$ cat config.mk
export PLATFORM = sky130hd
export DESIGN_NAME = dram_refresh_sched
export DESIGN_NICKNAME = d
export VERILOG_FILES = /design/src/rtl/rfs_pkg.sv /design/src/rtl/rfs_timer.sv /design/src/rtl/rfs_strobe_fsm.sv /design/src/rtl/dram_refresh_sched.sv
export SDC_FILE = /design/constraint.sdc
export NUM_CORES = 1
export LEC_CHECK = 0
export ABC_AREA = 1
export BUFFER_PORTS_ARGS = -buffer_cell sky130_fd_sc_hd__buf_2
export CORE_UTILIZATION = 55
export CTS_BUF_LIST = sky130_fd_sc_hd__clkbuf_8
export CTS_CLUSTER_SIZE = 8
export DETAILED_ROUTE_END_ITERATION = 12
export HOLD_SLACK_MARGIN = 0.15
export MAX_ROUTING_LAYER = met4
export PLACE_DENSITY_LB_ADDON = 0.15
export SETUP_SLACK_MARGIN = 0.1
export SKIP_LAST_GASP = 1
export SYNTH_ARGS = -nofsm -noshare
export SYNTH_HDL_FRONTEND = slang
export SYNTH_SLANG_ARGS = --single-unit
$ cat constraint.sdc
create_clock -name clk_i -period 2.3 [get_ports clk_i]
set_input_delay 0.23 -clock clk_i [delete_from_list [all_inputs] [get_ports clk_i]]
set_output_delay 0.23 -clock clk_i [all_outputs]
set_load 0.05 [all_outputs]
$ cat src/rtl/rfs_pkg.sv
package rfs_pkg;
   typedef enum logic [2:0] {
      ST_INIT_HI  = 3'd0,
      ST_INIT_LO  = 3'd1,
      ST_IDLE     = 3'd2,
      ST_CAS_SET  = 3'd3,
      ST_BURST_LO = 3'd4,
      ST_BURST_HI = 3'd5
   } rfs_state_e;
endpackage

$ cat src/rtl/rfs_timer.sv
module rfs_timer #(
   parameter int PRESCALE     = 64,
   parameter int PERIOD_TICKS = 32
) (
   input  logic clk_i,
   input  logic rst_ni,
   output logic expire_o
);
   localparam int NW = $clog2(PERIOD_TICKS);

   if (PRESCALE < 1)     begin : g_bad_pre $error("PRESCALE must be at least 1"); end
   if (PERIOD_TICKS < 2) begin : g_bad_per $error("PERIOD_TICKS must be at least 2"); end

   logic tick;

   if (PRESCALE == 1) begin : g_no_pre
      assign tick = 1'b1;
   end else begin : g_pre
      localparam int PW = $clog2(PRESCALE);
      logic [PW-1:0] pre_q;
      always_ff @(posedge clk_i or negedge rst_ni) begin
         if (!rst_ni)                        pre_q <= '0;
         else if (pre_q == PW'(PRESCALE-1))  pre_q <= '0;
         else                                pre_q <= pre_q + 1'b1;
      end
      assign tick = (pre_q == PW'(PRESCALE-1));
   end

   logic [NW-1:0] per_q;
   always_ff @(posedge clk_i or negedge rst_ni) begin
      if (!rst_ni) per_q <= '0;
      else if (tick) begin
         if (per_q == NW'(PERIOD_TICKS-1)) per_q <= '0;
         else                              per_q <= per_q + 1'b1;
      end
   end

   assign expire_o = tick && (per_q == NW'(PERIOD_TICKS-1));

   AST_EXPIRE_SPACING: assert property (@(posedge clk_i) disable iff (!rst_ni)
      expire_o |=> !expire_o);
endmodule

$ cat src/rtl/rfs_strobe_fsm.sv
module rfs_strobe_fsm
   import rfs_pkg::*;
#(
   parameter int BURST_LEN   = 256,
   parameter int INIT_PULSES = 8,
   parameter int RAS_LO      = 2,
   parameter int RAS_HI      = 2
) (
   input  logic clk_i,
   input  logic rst_ni,
   input  logic req_i,
   output logic start_o,
   output logic ras_n_o,
   output logic cas_n_o,
   output logic busy_o
);
   localparam int MAXPH  = (RAS_LO > RAS_HI) ? RAS_LO : RAS_HI;
   localparam int MAXCNT = (BURST_LEN > INIT_PULSES) ? BURST_LEN : INIT_PULSES;
   localparam int PHW    = $clog2(MAXPH + 1);
   localparam int CNW    = $clog2(MAXCNT + 1);

   if (RAS_LO < 1 || RAS_HI < 1) begin : g_bad_ph  $error("RAS phases need at least one cycle"); end
   if (BURST_LEN < 1)            begin : g_bad_bl  $error("BURST_LEN must be at least 1"); end
   if (INIT_PULSES < 1)          begin : g_bad_ini $error("INIT_PULSES must be at least 1"); end

   rfs_state_e     state_q, state_d;
   logic [PHW-1:0] ph_q, ph_d, ph_len;
   logic [CNW-1:0] cnt_q, cnt_d;
   logic           ph_last, low_phase;

   assign low_phase = (state_q == ST_INIT_LO) || (state_q == ST_BURST_LO);
   assign ph_len    = low_phase ? PHW'(RAS_LO) : PHW'(RAS_HI);
   assign ph_last   = (ph_q == ph_len - 1'b1);
   assign start_o   = (state_q == ST_IDLE) && req_i;

   always_comb begin
      state_d = state_q;
      ph_d    = ph_last ? '0 : ph_q + 1'b1;
      cnt_d   = cnt_q;
      unique case (state_q)
         ST_INIT_HI:  if (ph_last) state_d = ST_INIT_LO;
         ST_INIT_LO:  if (ph_last) begin
                         if (cnt_q == CNW'(INIT_PULSES-1)) begin
                            state_d = ST_IDLE;    cnt_d = '0;
                         end else begin
                            state_d = ST_INIT_HI; cnt_d = cnt_q + 1'b1;
                         end
                      end
         ST_IDLE:     begin
                         ph_d = '0;
                         if (req_i) state_d = ST_CAS_SET;
                      end
         ST_CAS_SET:  begin ph_d = '0; state_d = ST_BURST_LO; end
         ST_BURST_LO: if (ph_last) state_d = ST_BURST_HI;
         ST_BURST_HI: if (ph_last) begin
                         if (cnt_q == CNW'(BURST_LEN-1)) begin
                            state_d = ST_IDLE;     cnt_d = '0;
                         end else begin
                            state_d = ST_BURST_LO; cnt_d = cnt_q + 1'b1;
                         end
                      end
         default:     state_d = ST_IDLE;
      endcase
   end

   always_ff @(posedge clk_i or negedge rst_ni) begin
      if (!rst_ni) begin
         state_q <= ST_INIT_HI;
         ph_q    <= '0;
         cnt_q   <= '0;
      end else begin
         state_q <= state_d;
         ph_q    <= ph_d;
         cnt_q   <= cnt_d;
      end
   end

   assign ras_n_o = !low_phase;
   assign cas_n_o = !((state_q == ST_CAS_SET) || (state_q == ST_BURST_LO) ||
                      (state_q == ST_BURST_HI));
   assign busy_o  = (state_q != ST_IDLE);

   AST_CAS_BEFORE_RAS: assert property (@(posedge clk_i) disable iff (!rst_ni)
      $fell(cas_n_o) |-> ras_n_o);
   AST_CAS_AFTER_PRECHARGE: assert property (@(posedge clk_i) disable iff (!rst_ni)
      $rose(cas_n_o) |-> ($past(ras_n_o) && ras_n_o));
   AST_BUSY_THROUGH_BURST: assert property (@(posedge clk_i) disable iff (!rst_ni)
      $rose(cas_n_o) |-> $past(busy_o));
endmodule

$ cat src/rtl/dram_refresh_sched.sv
module dram_refresh_sched #(
   parameter int PRESCALE     = 64,
   parameter int PERIOD_TICKS = 32,
   parameter int BURST_LEN    = 256,
   parameter int INIT_PULSES  = 8,
   parameter int RAS_LO       = 2,
   parameter int RAS_HI       = 2
) (
   input  logic clk_i,
   input  logic rst_ni,
   input  logic inhibit_i,
   output logic ras_n_o,
   output logic cas_n_o,
   output logic busy_o
);
   localparam longint INTERVAL = longint'(PRESCALE) * PERIOD_TICKS;
   localparam longint BURST_CY = 1 + longint'(BURST_LEN) * (RAS_LO + RAS_HI);

   if (INTERVAL <= BURST_CY) begin : g_bad_interval
      $error("refresh interval must exceed the burst length");
   end

   logic expire, start, pend_q;

   rfs_timer #(.PRESCALE(PRESCALE), .PERIOD_TICKS(PERIOD_TICKS)) u_timer (
      .clk_i    (clk_i),
      .rst_ni   (rst_ni),
      .expire_o (expire)
   );

   always_ff @(posedge clk_i or negedge rst_ni) begin
      if (!rst_ni)     pend_q <= 1'b0;
      else if (expire) pend_q <= 1'b1;
      else if (start)  pend_q <= 1'b0;
   end

   rfs_strobe_fsm #(
      .BURST_LEN(BURST_LEN), .INIT_PULSES(INIT_PULSES),
      .RAS_LO(RAS_LO), .RAS_HI(RAS_HI)
   ) u_fsm (
      .clk_i   (clk_i),
      .rst_ni  (rst_ni),
      .req_i   (pend_q && !inhibit_i),
      .start_o (start),
      .ras_n_o (ras_n_o),
      .cas_n_o (cas_n_o),
      .busy_o  (busy_o)
   );

   AST_START_GATED: assert property (@(posedge clk_i) disable iff (!rst_ni)
      $fell(cas_n_o) |-> ($past(pend_q) && !$past(inhibit_i)));
   AST_PEND_CLEARED: assert property (@(posedge clk_i) disable iff (!rst_ni)
      (start && !expire) |=> !pend_q);
   AST_IDLE_HELD_OFF: assert property (@(posedge clk_i) disable iff (!rst_ni)
      (inhibit_i && cas_n_o) |=> cas_n_o);
endmodule

# == Word-level counts from Yosys, hierarchy flattened ==
# Cells that the tools add are included.
# totals
output_inout_bits,3
ff_bits,26
input_bits,3
# classes
mux,19
reduce_logical,15
eq_ne,16
n_addsub,4
# ops
cell,count
$mux W9,4
$mux W3,6
$pmux W3 S6,1
$pmux W9 S2,1
$ne A2 B1 Y1 const B,5
$add A9 B1 Y9 const B,1
$eq A9 B3 Y1 const B,1
$eq A9 B8 Y1 const B,1
$add A6 B1 Y6 const B,1
$eq A3 B2 Y1 const B,2
$eq A3 B3 Y1 const B,2
$eq A6 B6 Y1 const B,1
$mux W2,3
$mux W6,1
$add A5 B1 Y5 const B,1
$eq A5 B5 Y1 const B,1
$mux W5,1
$reduce_and A5 Y1,1
$reduce_bool A2 Y1,2
$eq A3 B1 Y1 const B,1
$logic_and A1 B1 Y1,3
$logic_not A1 Y1,3
$logic_not A3 Y1,1
$logic_or A1 B1 Y1,3
6 further kinds,7

# == Logic depth before layout (Yosys ltp) ==
# depth
ltp_word,5
mapped_depth,9
mapped_depth_nobuf,9

# == Cells and area by module ==
# From an unflattened synthesis, not the netlist that was laid out.
# unflattened
hier_cells,201
area_unflattened_um2,1572.8
# by_module_without_submodules
mod,cells_each,area_each_um2,seq_area_each_um2,instances
rfs_strobe_fsm,127,960.9,350.3,1
rfs_timer,67,561.8,275.3,1
dram_refresh_sched,7,50.0,25.0,1

# == Worst setup path before layout ==
# Ideal clock, no wire load.
# synth_path
path_kind,reg-to-reg
from,reg u_fsm.cnt_q[0]
to,reg u_fsm.cnt_q[2]
setup_slack_ns,0.746
path_stages_with_launch,10
t_arrival_ns,1.432
t_required_ns,2.178
path_buffers,0
period_less_slack_ns,1.554
cell_sequence,dfrtp_1 > ha_1 > nand2_1 > inv_1 > nand3_1 > inv_1 > ha_1 > nand2_2 > a21oi_4 > nor2_2
# synth_via
elab_chain_len,4
word_cells_on_any_way,8
# synth_rtl
item,line_no,rtl
start: declaration,rfs_strobe_fsm.sv:28,"logic [CNW-1:0] cnt_q, cnt_d;"
start signal: assignment,rfs_strobe_fsm.sv:74,cnt_q <= cnt_d;
"$add A9 B1 Y9, or another cell as far along","rfs_strobe_fsm.sv:46, rfs_strobe_fsm.sv:59",
"$mux W9, on equally long branches","rfs_strobe_fsm.sv:56, rfs_strobe_fsm.sv:43",
"$mux W9, on equally long branches","rfs_strobe_fsm.sv:55, rfs_strobe_fsm.sv:42",
$pmux W9 S2 *,rfs_strobe_fsm.sv:40,unique case (state_q)
# Every way passes the cells marked *; elsewhere a longest branch is shown, timed or not. The select of a mux whose other input is x is not followed.
# A chain may end at the register's enable or synchronous reset.

# == Worst setup path after layout ==
# layout_path
from,reg u_fsm.cnt_q[0]
to,reg u_fsm.cnt_q[7]
# Same word-level chain as after synthesis.

==> reports/metrics.yaml <==
holdPathEnd: "pend_q"
yosys-top-cells-count: "48 x nand2_1, 26 x dfrtp_1, 23 x nor2_1"
hpwl_mm: 2.02
synthSimpleGateAreaFrac_pct: 33.5
pwr-share-comb_pct: 31.7
cts_buffers: 3
clk_pin_slew_worst_paths_ps: 90
drt-pass1-iter-count: 4
fin_area_sq_um: 1620
pre_cts_ws_ps: 551
synth_seq_area_share_pct: 44.1
synth.area.top_cells: "dfrtp_1 44%, nand2_1 12%, ha_1 5.9%"
top_layer_used: "met4"
reg2reg_to: "u_fsm.cnt_q[7]"
grt_antenna_before_repair: 0
whs_ps: 205
cp_data_arrival_time_ps: 1930
p_per_area_nw_per_um2: 856
die_area_sq_um: 2890
wl_met1_mm: 1.25
cp_slowest_cell: "dfrtp_1"
num-nets-final: 209
fin_setup_tns_ps: 0
synthesis.area_sq_um: 1470
yosys.area_share.adder_pct: 5.94
max_cap_violations: 0
place.gp.congestion: 0.831
yosys.area.top_type: "dfrtp_1"
end_kind: "register"
port_buffers: 5
rr_worst_depth: 9
fin_cells: 228
vias: 1170
htreeDepth: 1
fin_skew_ps: 10.1
ant_nets: 0
async_flop_share_pct: 100
internal_power_mw: 0.878
grt_pass1_wl_mm: 4.39
p_switching_mw: 0.507
synth_cell_types: 24
status: "completed"
tightest_slew_ps: 561
track_usage_pct: 21.8
finalWirelength_mm: 2.56
r2r_start: "u_fsm.cnt_q[0]"
dp.cells: 223
drive_gt1_share_pct: 15.2
synthCells: 188
relSlewSlack_pct: 62.6
numClockSinks: 26
critPathMaxStageDelay_ps: 410
synth.avg_cell_area_sq_um: 7.84
register_area_sq_um: 651
n_antenna_cell: 0
finalCritPeriodShare_pct: 77.6
overflow: 0
synthDominantCellAreaShare_pct: 44.1
hold_violations: 0
reg2reg_slack_ps: 510
grt_max_degree: 27
cp-start-kind: "register"
clockBufferDepth: 2
wl_per_cell_um: 11.2
viasPerCell: 5.13
yosys_register_bits: 26
placed_area_sq_um: 1540
hp-class: "in2reg"
synth_edf_count: 0
rsz0062_at_grt: "no"
synth_most_common_cell: "nand2_1"
timing.fmax_ghz: 0.560
crit_fanout: 5
whs_path_depth: 3
worstPathRequired_ps: 2450
clk_latency_ps: 270
worst-setup-path-type: "reg2reg"
start_util_pct: 59.0
fin_util_pct: 64.7
slew_viol_final: 0
multi_input_area_sq_um: 722
syn_nets: 198
drc: 0
wl_met2_mm: 1.25
yosys_most_used_dff: "dfrtp_1"
setup_violations: 0
core_sq_um: 2500
p_clk_share_pct: 26.5
fillCellCount: 206
power.total_mw: 1.39
first_global_vias: 1079
pin_count: 6
startpoint: "u_fsm.cnt_q[0]"
irDropWorstVdd_v: 0.000765
swShare_pct: 36.6
crit_chain: "ha_1 > nand2_1 > inv_1 > nand3_1 > inv_1 > ha_1 > nand2_2 > a21oi_4 > nor2_2"
fin_crit_ps: 1790
synth.mux.area_fraction_pct: 0
synth-compound-area-share_pct: 8.32
seq_power_share_pct: 41.7
postCtsSetupRepairBufs: 0
cts-root-buf: "clkbuf_8"
setup_ws_ps: 514
route.met3.wl_um: 45
die_x_um: 53.8
hold_path_startpoint: "inhibit_i"
area.growth.synth_to_final_pct: 9.76
rows: 18
synth_warnings: 0
die_h_um: 53.8
synth_top_family_by_area: "simple AND/OR/NAND/NOR gates"
leakage_nw: 0.793
drtIter0Drc: 28
synth_xor_area_share_pct: 1.19
cts_tree: "built"
## layout make-up
class                      count  share of cell area (%)
multi-input combinational    136                    44.6
clock buffer                   3                    2.55
sequential                    26                    40.2
inverter                      25                    5.80
tap                           30                    2.32
timing repair buffer           7                    2.63
clock inverter                 1                    1.86
## what timing repair did
action	4_1_cts	5_1_grt
gates resized for setup	0	0
endpoints found under the hold margin	26	0
hold buffers	1	0
## power by group through the flow
| stage | combinational (mW) | sequential (mW) | clock (mW) |
|---|---|---|---|
| floorplan | 0.356 | 0.571 | 0 |
| global placement | 0.434 | 0.581 | 0 |
| detailed placement | 0.441 | 0.586 | 0 |
| CTS | 0.444 | 0.576 | 0.382 |
| global route | 0.487 | 0.586 | 0.396 |
| finish | 0.439 | 0.578 | 0.368 |
## kinds of logic after synthesis
group / after synthesis
AND/OR/NAND/NOR: 106
buffers and inverters: 26
flip-flops: 26
AO/OA/AOI/OAI: 21
adder cells (fa/ha/maj): 7
XOR/XNOR: 2
## how the worst max path moves through the flow
stage                     end  slack, ps
3_5_place_dp   u_fsm.cnt_q[7]        550
2_1_floorplan  u_fsm.cnt_q[2]        750
6_report       u_fsm.cnt_q[7]        510
3_3_place_gp   u_fsm.cnt_q[2]        640
4_1_cts        u_fsm.cnt_q[7]        520
5_1_grt        u_fsm.cnt_q[5]        380
## flip-flops by register name, summed over array words and instances, names as in the netlist
signal / cells
u_fsm.cnt_q: 9
u_fsm.state_q: 3
pend_q: 1
u_fsm.ph_q: 2
u_timer.g_pre.pre_q: 6
u_timer.per_q: 5
## worst max-delay path: cells and delay by family, from the launching register on
family                   cells  cell delay [ps]
adder cells (fa/ha/maj)      2              410
flip-flops                   1              410
AND/OR/NAND/NOR              4              360
AO/OA/AOI/OAI                1              260
buffers and inverters        2              220
## per-layer routing
layer | track usage [%] | vias to the layer above
li1 | - | 610
met4 | 5.26 | 0
met5 | - | -
met3 | 3.39 | 2
met1 | 27.8 | 550
met2 | 36.0 | 8
## cell usage in the layout, fill, tap and decap left out, types with 3 or more instances in the layout
cell,instances
a21oi_1,8
buf_2,5
clkbuf_8,3
dfrtp_1,26
ha_1,7
inv_1,22
inv_2,3
nand2_1,48
nand2_2,3
nand3_1,12
nand4_1,3
nor2_1,23
nor2_2,7
nor2_4,3
o21ai_0,8
Power figures use the tool's default switching activity.
